File: src/rtl/rob_pkg.sv
package rob_pkg;
  localparam int unsigned DEF_DEPTH = 16;
  localparam int unsigned DEF_TAG_W = 6;
  localparam int unsigned DEF_REG_W = 5;
  localparam int unsigned DEF_VAL_W = 32;
  localparam int unsigned DEF_PC_W  = 16;

  // number of slots a dispatch request asks for
  function automatic logic [1:0] slots_wanted(input logic valid, input logic pair);
    if (!valid) return 2'd0;
    return pair ? 2'd2 : 2'd1;
  endfunction
endpackage

File: src/rtl/rob_ctrl.sv
module rob_ctrl
  import rob_pkg::*;
#(
  parameter int unsigned DEPTH = DEF_DEPTH,
  parameter int unsigned TAG_W = DEF_TAG_W,
  localparam int unsigned IDX_W = $clog2(DEPTH),
  localparam int unsigned CNT_W = IDX_W + 1
) (
  input  logic             clk,
  input  logic             rst,
  input  logic             disp_valid,
  input  logic             disp_pair,
  input  logic             cmp_valid,
  input  logic [TAG_W-1:0] cmp_tag,
  input  logic             head_done,
  output logic [TAG_W-1:0] head_tag,
  output logic [TAG_W-1:0] tail_tag,
  output logic [CNT_W-1:0] occ,
  output logic             disp_ready,
  output logic             alloc0,
  output logic             alloc1,
  output logic             retire,
  output logic             cmp_hit
);
  logic [1:0]       want;
  logic [1:0]       n_in;
  logic [CNT_W-1:0] free_slots;
  logic [TAG_W-1:0] age;

  always_comb begin
    want       = slots_wanted(disp_valid, disp_pair);
    free_slots = CNT_W'(DEPTH) - occ;
    disp_ready = free_slots >= CNT_W'(want);
    alloc0     = disp_valid && disp_ready;
    alloc1     = alloc0 && disp_pair;
    n_in       = alloc0 ? (alloc1 ? 2'd2 : 2'd1) : 2'd0;
    retire     = (occ != '0) && head_done;
    // distance from the oldest tag decides residency
    age        = cmp_tag - head_tag;
    cmp_hit    = cmp_valid && (age < TAG_W'(occ));
  end

  always_ff @(posedge clk) begin
    if (rst) begin
      head_tag <= '0;
      tail_tag <= '0;
      occ      <= '0;
    end else begin
      head_tag <= head_tag + TAG_W'(retire);
      tail_tag <= tail_tag + TAG_W'(n_in);
      occ      <= occ + CNT_W'(n_in) - CNT_W'(retire);
    end
  end
endmodule

File: src/rtl/rob_entries.sv
module rob_entries
  import rob_pkg::*;
#(
  parameter int unsigned DEPTH = DEF_DEPTH,
  parameter int unsigned REG_W = DEF_REG_W,
  parameter int unsigned VAL_W = DEF_VAL_W,
  parameter int unsigned PC_W  = DEF_PC_W,
  localparam int unsigned IDX_W = $clog2(DEPTH)
) (
  input  logic             clk,
  input  logic             rst,
  input  logic             wr0,
  input  logic [IDX_W-1:0] slot0,
  input  logic [REG_W-1:0] dst0,
  input  logic             has0,
  input  logic [PC_W-1:0]  pc0,
  input  logic             wr1,
  input  logic [IDX_W-1:0] slot1,
  input  logic [REG_W-1:0] dst1,
  input  logic             has1,
  input  logic [PC_W-1:0]  pc1,
  input  logic             cmp_hit,
  input  logic [IDX_W-1:0] cmp_slot,
  input  logic [VAL_W-1:0] cmp_value,
  input  logic [IDX_W-1:0] head_slot,
  output logic             head_done,
  output logic [REG_W-1:0] head_dst,
  output logic             head_has,
  output logic [PC_W-1:0]  head_pc,
  output logic [VAL_W-1:0] head_value
);
  logic [REG_W-1:0] dst_mem [DEPTH];
  logic             has_mem [DEPTH];
  logic [PC_W-1:0]  pc_mem  [DEPTH];
  logic [VAL_W-1:0] val_mem [DEPTH];
  logic [DEPTH-1:0] done_q;
  logic [DEPTH-1:0] done_clr;
  logic [DEPTH-1:0] done_set;

  // per-slot decode of allocation and completion
  for (genvar g = 0; g < DEPTH; g++) begin : g_slot
    assign done_clr[g] = (wr0 && slot0 == IDX_W'(g)) || (wr1 && slot1 == IDX_W'(g));
    assign done_set[g] = cmp_hit && cmp_slot == IDX_W'(g);
  end

  always_ff @(posedge clk) begin
    if (rst) done_q <= '0;
    else     done_q <= (done_q | done_set) & ~done_clr;
  end

  // payload arrays: plain write ports, no reset
  always_ff @(posedge clk) begin
    if (wr0) begin
      dst_mem[slot0] <= dst0;
      has_mem[slot0] <= has0;
      pc_mem[slot0]  <= pc0;
    end
    if (wr1) begin
      dst_mem[slot1] <= dst1;
      has_mem[slot1] <= has1;
      pc_mem[slot1]  <= pc1;
    end
  end

  always_ff @(posedge clk) begin
    if (cmp_hit) val_mem[cmp_slot] <= cmp_value;
  end

  assign head_done  = done_q[head_slot];
  assign head_dst   = dst_mem[head_slot];
  assign head_has   = has_mem[head_slot];
  assign head_pc    = pc_mem[head_slot];
  assign head_value = val_mem[head_slot];
endmodule

File: src/rtl/inorder_rob.sv
module inorder_rob
  import rob_pkg::*;
#(
  parameter int unsigned DEPTH = DEF_DEPTH,
  parameter int unsigned TAG_W = DEF_TAG_W,
  parameter int unsigned REG_W = DEF_REG_W,
  parameter int unsigned VAL_W = DEF_VAL_W,
  parameter int unsigned PC_W  = DEF_PC_W
) (
  input  logic             clk,
  input  logic             rst,
  input  logic             disp_valid,
  input  logic             disp_pair,
  input  logic [REG_W-1:0] disp0_dst,
  input  logic             disp0_has_dst,
  input  logic [PC_W-1:0]  disp0_pc,
  input  logic [REG_W-1:0] disp1_dst,
  input  logic             disp1_has_dst,
  input  logic [PC_W-1:0]  disp1_pc,
  output logic             disp_ready,
  output logic [TAG_W-1:0] disp_tag0,
  output logic [TAG_W-1:0] disp_tag1,
  input  logic             cmp_valid,
  input  logic [TAG_W-1:0] cmp_tag,
  input  logic [VAL_W-1:0] cmp_value,
  output logic             ret_valid,
  output logic [TAG_W-1:0] ret_tag,
  output logic [REG_W-1:0] ret_dst,
  output logic             ret_has_dst,
  output logic [VAL_W-1:0] ret_value,
  output logic [PC_W-1:0]  ret_pc,
  output logic             full,
  output logic             empty
);
  localparam int unsigned IDX_W = $clog2(DEPTH);
  localparam int unsigned CNT_W = IDX_W + 1;

  logic [TAG_W-1:0] head_tag;
  logic [TAG_W-1:0] tail_tag;
  logic [CNT_W-1:0] occ;
  logic             alloc0;
  logic             alloc1;
  logic             retire;
  logic             cmp_hit;
  logic             hd_done;
  logic [REG_W-1:0] hd_dst;
  logic             hd_has;
  logic [PC_W-1:0]  hd_pc;
  logic [VAL_W-1:0] hd_value;
  logic [IDX_W-1:0] slot0;

  assign slot0 = tail_tag[IDX_W-1:0];

  rob_ctrl #(.DEPTH(DEPTH), .TAG_W(TAG_W)) u_ctrl (
    .clk        (clk),
    .rst        (rst),
    .disp_valid (disp_valid),
    .disp_pair  (disp_pair),
    .cmp_valid  (cmp_valid),
    .cmp_tag    (cmp_tag),
    .head_done  (hd_done),
    .head_tag   (head_tag),
    .tail_tag   (tail_tag),
    .occ        (occ),
    .disp_ready (disp_ready),
    .alloc0     (alloc0),
    .alloc1     (alloc1),
    .retire     (retire),
    .cmp_hit    (cmp_hit)
  );

  rob_entries #(.DEPTH(DEPTH), .REG_W(REG_W), .VAL_W(VAL_W), .PC_W(PC_W)) u_entries (
    .clk        (clk),
    .rst        (rst),
    .wr0        (alloc0),
    .slot0      (slot0),
    .dst0       (disp0_dst),
    .has0       (disp0_has_dst),
    .pc0        (disp0_pc),
    .wr1        (alloc1),
    .slot1      (slot0 + IDX_W'(1)),
    .dst1       (disp1_dst),
    .has1       (disp1_has_dst),
    .pc1        (disp1_pc),
    .cmp_hit    (cmp_hit),
    .cmp_slot   (cmp_tag[IDX_W-1:0]),
    .cmp_value  (cmp_value),
    .head_slot  (head_tag[IDX_W-1:0]),
    .head_done  (hd_done),
    .head_dst   (hd_dst),
    .head_has   (hd_has),
    .head_pc    (hd_pc),
    .head_value (hd_value)
  );

  assign disp_tag0 = tail_tag;
  assign disp_tag1 = tail_tag + TAG_W'(1);
  assign full      = (occ == CNT_W'(DEPTH));
  assign empty     = (occ == '0);

  // registered retire port
  always_ff @(posedge clk) begin
    if (rst) ret_valid <= 1'b0;
    else     ret_valid <= retire;
  end

  always_ff @(posedge clk) begin
    if (retire) begin
      ret_tag     <= head_tag;
      ret_dst     <= hd_dst;
      ret_has_dst <= hd_has;
      ret_value   <= hd_value;
      ret_pc      <= hd_pc;
    end
  end
endmodule

File: config.mk
export PLATFORM = sky130hd
export DESIGN_NAME = inorder_rob
export DESIGN_NICKNAME = d
export VERILOG_FILES = /design/src/rtl/rob_pkg.sv /design/src/rtl/rob_ctrl.sv /design/src/rtl/rob_entries.sv /design/src/rtl/inorder_rob.sv
export SDC_FILE = /design/constraint.sdc
export NUM_CORES = 1
export LEC_CHECK = 0
export BUFFER_PORTS_ARGS = -buffer_cell sky130_fd_sc_hd__clkbuf_2
export CAP_MARGIN = 20
export CORE_MARGIN = 4
export CORE_UTILIZATION = 35
export CTS_CLUSTER_SIZE = 30
export DETAILED_ROUTE_END_ITERATION = 7
export GPL_TIMING_DRIVEN = 0
export PLACE_DENSITY = 0.58
export SYNTH_ARGS = -nofsm -noshare
export SYNTH_HDL_FRONTEND = slang
export SYNTH_SLANG_ARGS = --single-unit
File: constraint.sdc
create_clock -name clk -period 7.98 [get_ports clk]
set_input_delay 1.197 -clock clk [delete_from_list [all_inputs] [get_ports clk]]
set_output_delay 1.197 -clock clk [all_outputs]
set_load 0.01 [all_outputs]
==> flow_summary.toml <==
[layout]
area_growth_pct = 17.9
finalNonFillerCells = 4012
final_core_util = 0.418
nets = 2521
drive_above_1_share = 0.323

[floorplan]
die_area_sq_um = 124000
coreArea_sq_um = 117000
die_h_microns = 352
initial_utilization = 0.354
pin_count = 163
die_x_microns = 352
placementRows = 125

[synth]
syn_nets = 2151
synth_cells = 2031
async_flop_share = 0
syn_area_sq_um = 41300
dominantRegCellSynth = "edfxtp_1"
syn_area_per_cell_sq_um = 20.3
ys_warn_count = 0
yosysSeqAreaShare = 0.688
synth_edf_count = 924
synth_cell_type_count = 61
synth-seq-cells = 958

[clock_network]
clock_path_buffers = 3
clk_latency_ns = 0.68
clkSlewWorstSetupHoldPaths_ns = 0.06
cts_htree_levels = 3
numClockSinks = 958
hold_buffers = 0
post_cts_buffers = 0
clockRootBuffer = "clkbuf_16"
cts_buffers = 98
tritoncts = "done"
cts_resized = 0

[setup_path]
r2r_cells = 15
startpoint_type = "flop"
critPathRequiredTime_ns = 8.35
arrival_ns = 6.20
crit_fanout = 10
crit_type = "reg2reg"
end_kind = "flop"

[sta]
finalHoldViolCount = 0
slew_viol_final = 0
worstMarginPinSlew_ns = 1.21
final-setup-viol-count = 0
skew_ns = 0.0260
rsz0062_at_grt = "false"
min_period_ns = 5.83
slew_headroom = 0.193
fin_tns_setup_ns = 0
fin_crit_sh = 0.731
max_freq_ghz = 0.171

[drt]
routedWlPerCell_microns = 28.3
vias = 21700
vias_per_cell = 5.41
dr.first_iter.drc_count = 2164
wirelength_mm = 113
drc_errors = 0
antenna_left = 0
firstDrtPassIters = 6

[grt]
grt_util_all_layers = 0.183
grt_max_degree = 26
grt_pass1_vias = 22900
grt_pass1_wl_mm = 163
antenna_found_initial = 19
overflow = 0

[power_and_ir_drop]
ir_drop_uv = 173
p_leak_nw = 15.7
p_total_w = 0.0111
cellPowerDensity_nw_per_um2 = 227

[placed_design]
portBuffers = 161
place_inst = 3818
gp_congestion = 0.833
hpwlAfterDp_mm = 79.5

[outcome]
status = "complete, no violations"

[job]
drv_cap = 0

[min_path]
hold_depth = 2
min_path_type = "reg2reg"
[layout by cell type, fill, tap and decap left out, drive strengths merged, types with 5 or more instances in the layout]
master	n
a31oi	6
diode	10
bufinv	6
nand4	8
nor2b	10
inv	33
xnor2	10
mux4	274
o211a	10
nor3	10
a41oi	6
ha	30
dfxtp	34
clkbuf	385
o21ai	20
buf	171
nor2	30
a211oi	6
nand3	14
mux2	352
xor2	8
or3	6
a21oi	6
clkinv	32
and2	5
nand2	19
edfxtp	924
nor4	6
nand2b	10
[logic make-up (layout without fill, tap and decap cells)]
group | count (synthesis) | count (layout) | share of synthesized area
compound gates | 81 | 81 | 0.0155
buf+inv | 183 | 630 | 0.0190
simple gates | 132 | 132 | 0.0180
fa+ha+maj | 33 | 33 | 0.0105
flops | 958 | 958 | 0.688
mux | 626 | 626 | 0.245
xor+xnor | 18 | 18 | 0.00382
other cells | 0 | 10 | 0
[final timing paths]
path                                            from  slack [ns]                 endpoint
worst min register to register  u_entries.done_q[11]        0.47     u_entries.done_q[11]
worst max register to register    u_ctrl.head_tag[1]        2.15  u_entries.val_mem[8][8]
worst min-delay path            u_entries.done_q[11]        0.47     u_entries.done_q[11]
worst max-delay path              u_ctrl.head_tag[1]        2.15  u_entries.val_mem[8][8]
[cells in the mapped netlist (2+ instances only)]
cell type / count / area, sq um
nor3_1: 10 / 50.1
xnor2_1: 10 / 87.6
a21o_1: 3 / 22.5
nand2_1: 18 / 67.6
nor4b_1: 3 / 26.3
o211a_1: 10 / 100
o221a_1: 2 / 22.5
nand3_1: 8 / 40.0
clkbuf_1: 94 / 353
fa_1: 3 / 60.1
a211oi_2: 4 / 50.1
and2_1: 5 / 31.3
mux2_2: 12 / 135
o21ai_0: 11 / 55.1
a211oi_1: 2 / 15.0
buf_4: 12 / 90.1
o21a_1: 4 / 30.0
o31ai_1: 2 / 15.0
dfxtp_1: 34 / 681
or3_1: 6 / 37.5
nor2b_1: 10 / 62.6
o2111a_1: 2 / 22.5
nand4b_1: 2 / 17.5
nand2b_1: 10 / 62.6
xor2_1: 8 / 70.1
buf_1: 9 / 33.8
and3_1: 2 / 12.5
o21ai_1: 9 / 45.0
ha_1: 30 / 375
inv_1: 25 / 93.8
inv_2: 2 / 7.51
a41oi_1: 6 / 52.6
edfxtp_1: 924 / 27700
o2bb2ai_1: 2 / 17.5
a21oi_1: 6 / 30.0
mux4_2: 274 / 6170
nand4_1: 8 / 50.1
nor2_1: 30 / 113
mux2_1: 340 / 3830
a31oi_1: 6 / 37.5
a31o_2: 2 / 17.5
nand3b_1: 2 / 15.0
buf_2: 41 / 205
nor4_1: 6 / 37.5
nand3_2: 6 / 60.1
[through the flow]
step | instance area (sq um) | worst slack, ns | hold WS (ns)
global placement | 44000 | -4.66 | 0.448
floorplan | 41300 | 0.795 | 0.406
CTS | 48600 | 2.20 | 0.471
detailed placement | 45500 | 2.23 | 0.462
global route | 48700 | 1.99 | 0.480
finish | 48700 | 2.15 | 0.474
[registers in the layout, indices dropped and copies added (netlist names), 16 cells and up]
| signal | count |
|---|---|
| u_entries.dst_mem | 80 |
| u_entries.val_mem | 512 |
| ret_value | 32 |
| u_entries.has_mem | 16 |
| u_entries.done_q | 16 |
| u_entries.pc_mem | 256 |
| ret_pc | 16 |
[layout make-up]
cell class	instances	area (sq um)
multi-input combinational	890	12400
antenna	10	25.0
buffer	156	682
clock inverter	47	433
clock buffer	130	2680
fill	10200	68000
inverter	27	101
sequential	958	28400
tap	1524	1910
timing repair buffer	270	2110
[power breakdown]
part	switching (W)	total [W]	leakage, nW	internal, W
logic	0.000552	0.000867	5.52	0.000315
registers	0.0000450	0.00572	8.61	0.00568
clock network	0.00193	0.00448	1.52	0.00255
total	0.00252	0.0111	15.7	0.00855
[critical path, stage by stage (launching register included)]
cell and delay (ns):
dfxtp_1 0.51, clkbuf_1 0.33, clkbuf_1 0.77, inv_1 0.30, fa_1 0.52, a21o_1 0.18, a21oi_1 0.17, xnor2_1 0.10
ha_1 0.23, or4b_2 0.70, nor2_1 0.14, o21ai_0 0.16, nor3_2 0.76, buf_6 0.26, buf_6 0.18, buf_6 0.18
[metal layers]
layer  GRT usage  share of wire  vias to the layer above
met3      0.0412          0.079                      158
met5           0        0.00059                        -
li1            -              -                     9215
met4      0.0437          0.021                       10
met2       0.313           0.50                      811
met1       0.239           0.40                    11500
(Power assumes the default switching activity.)
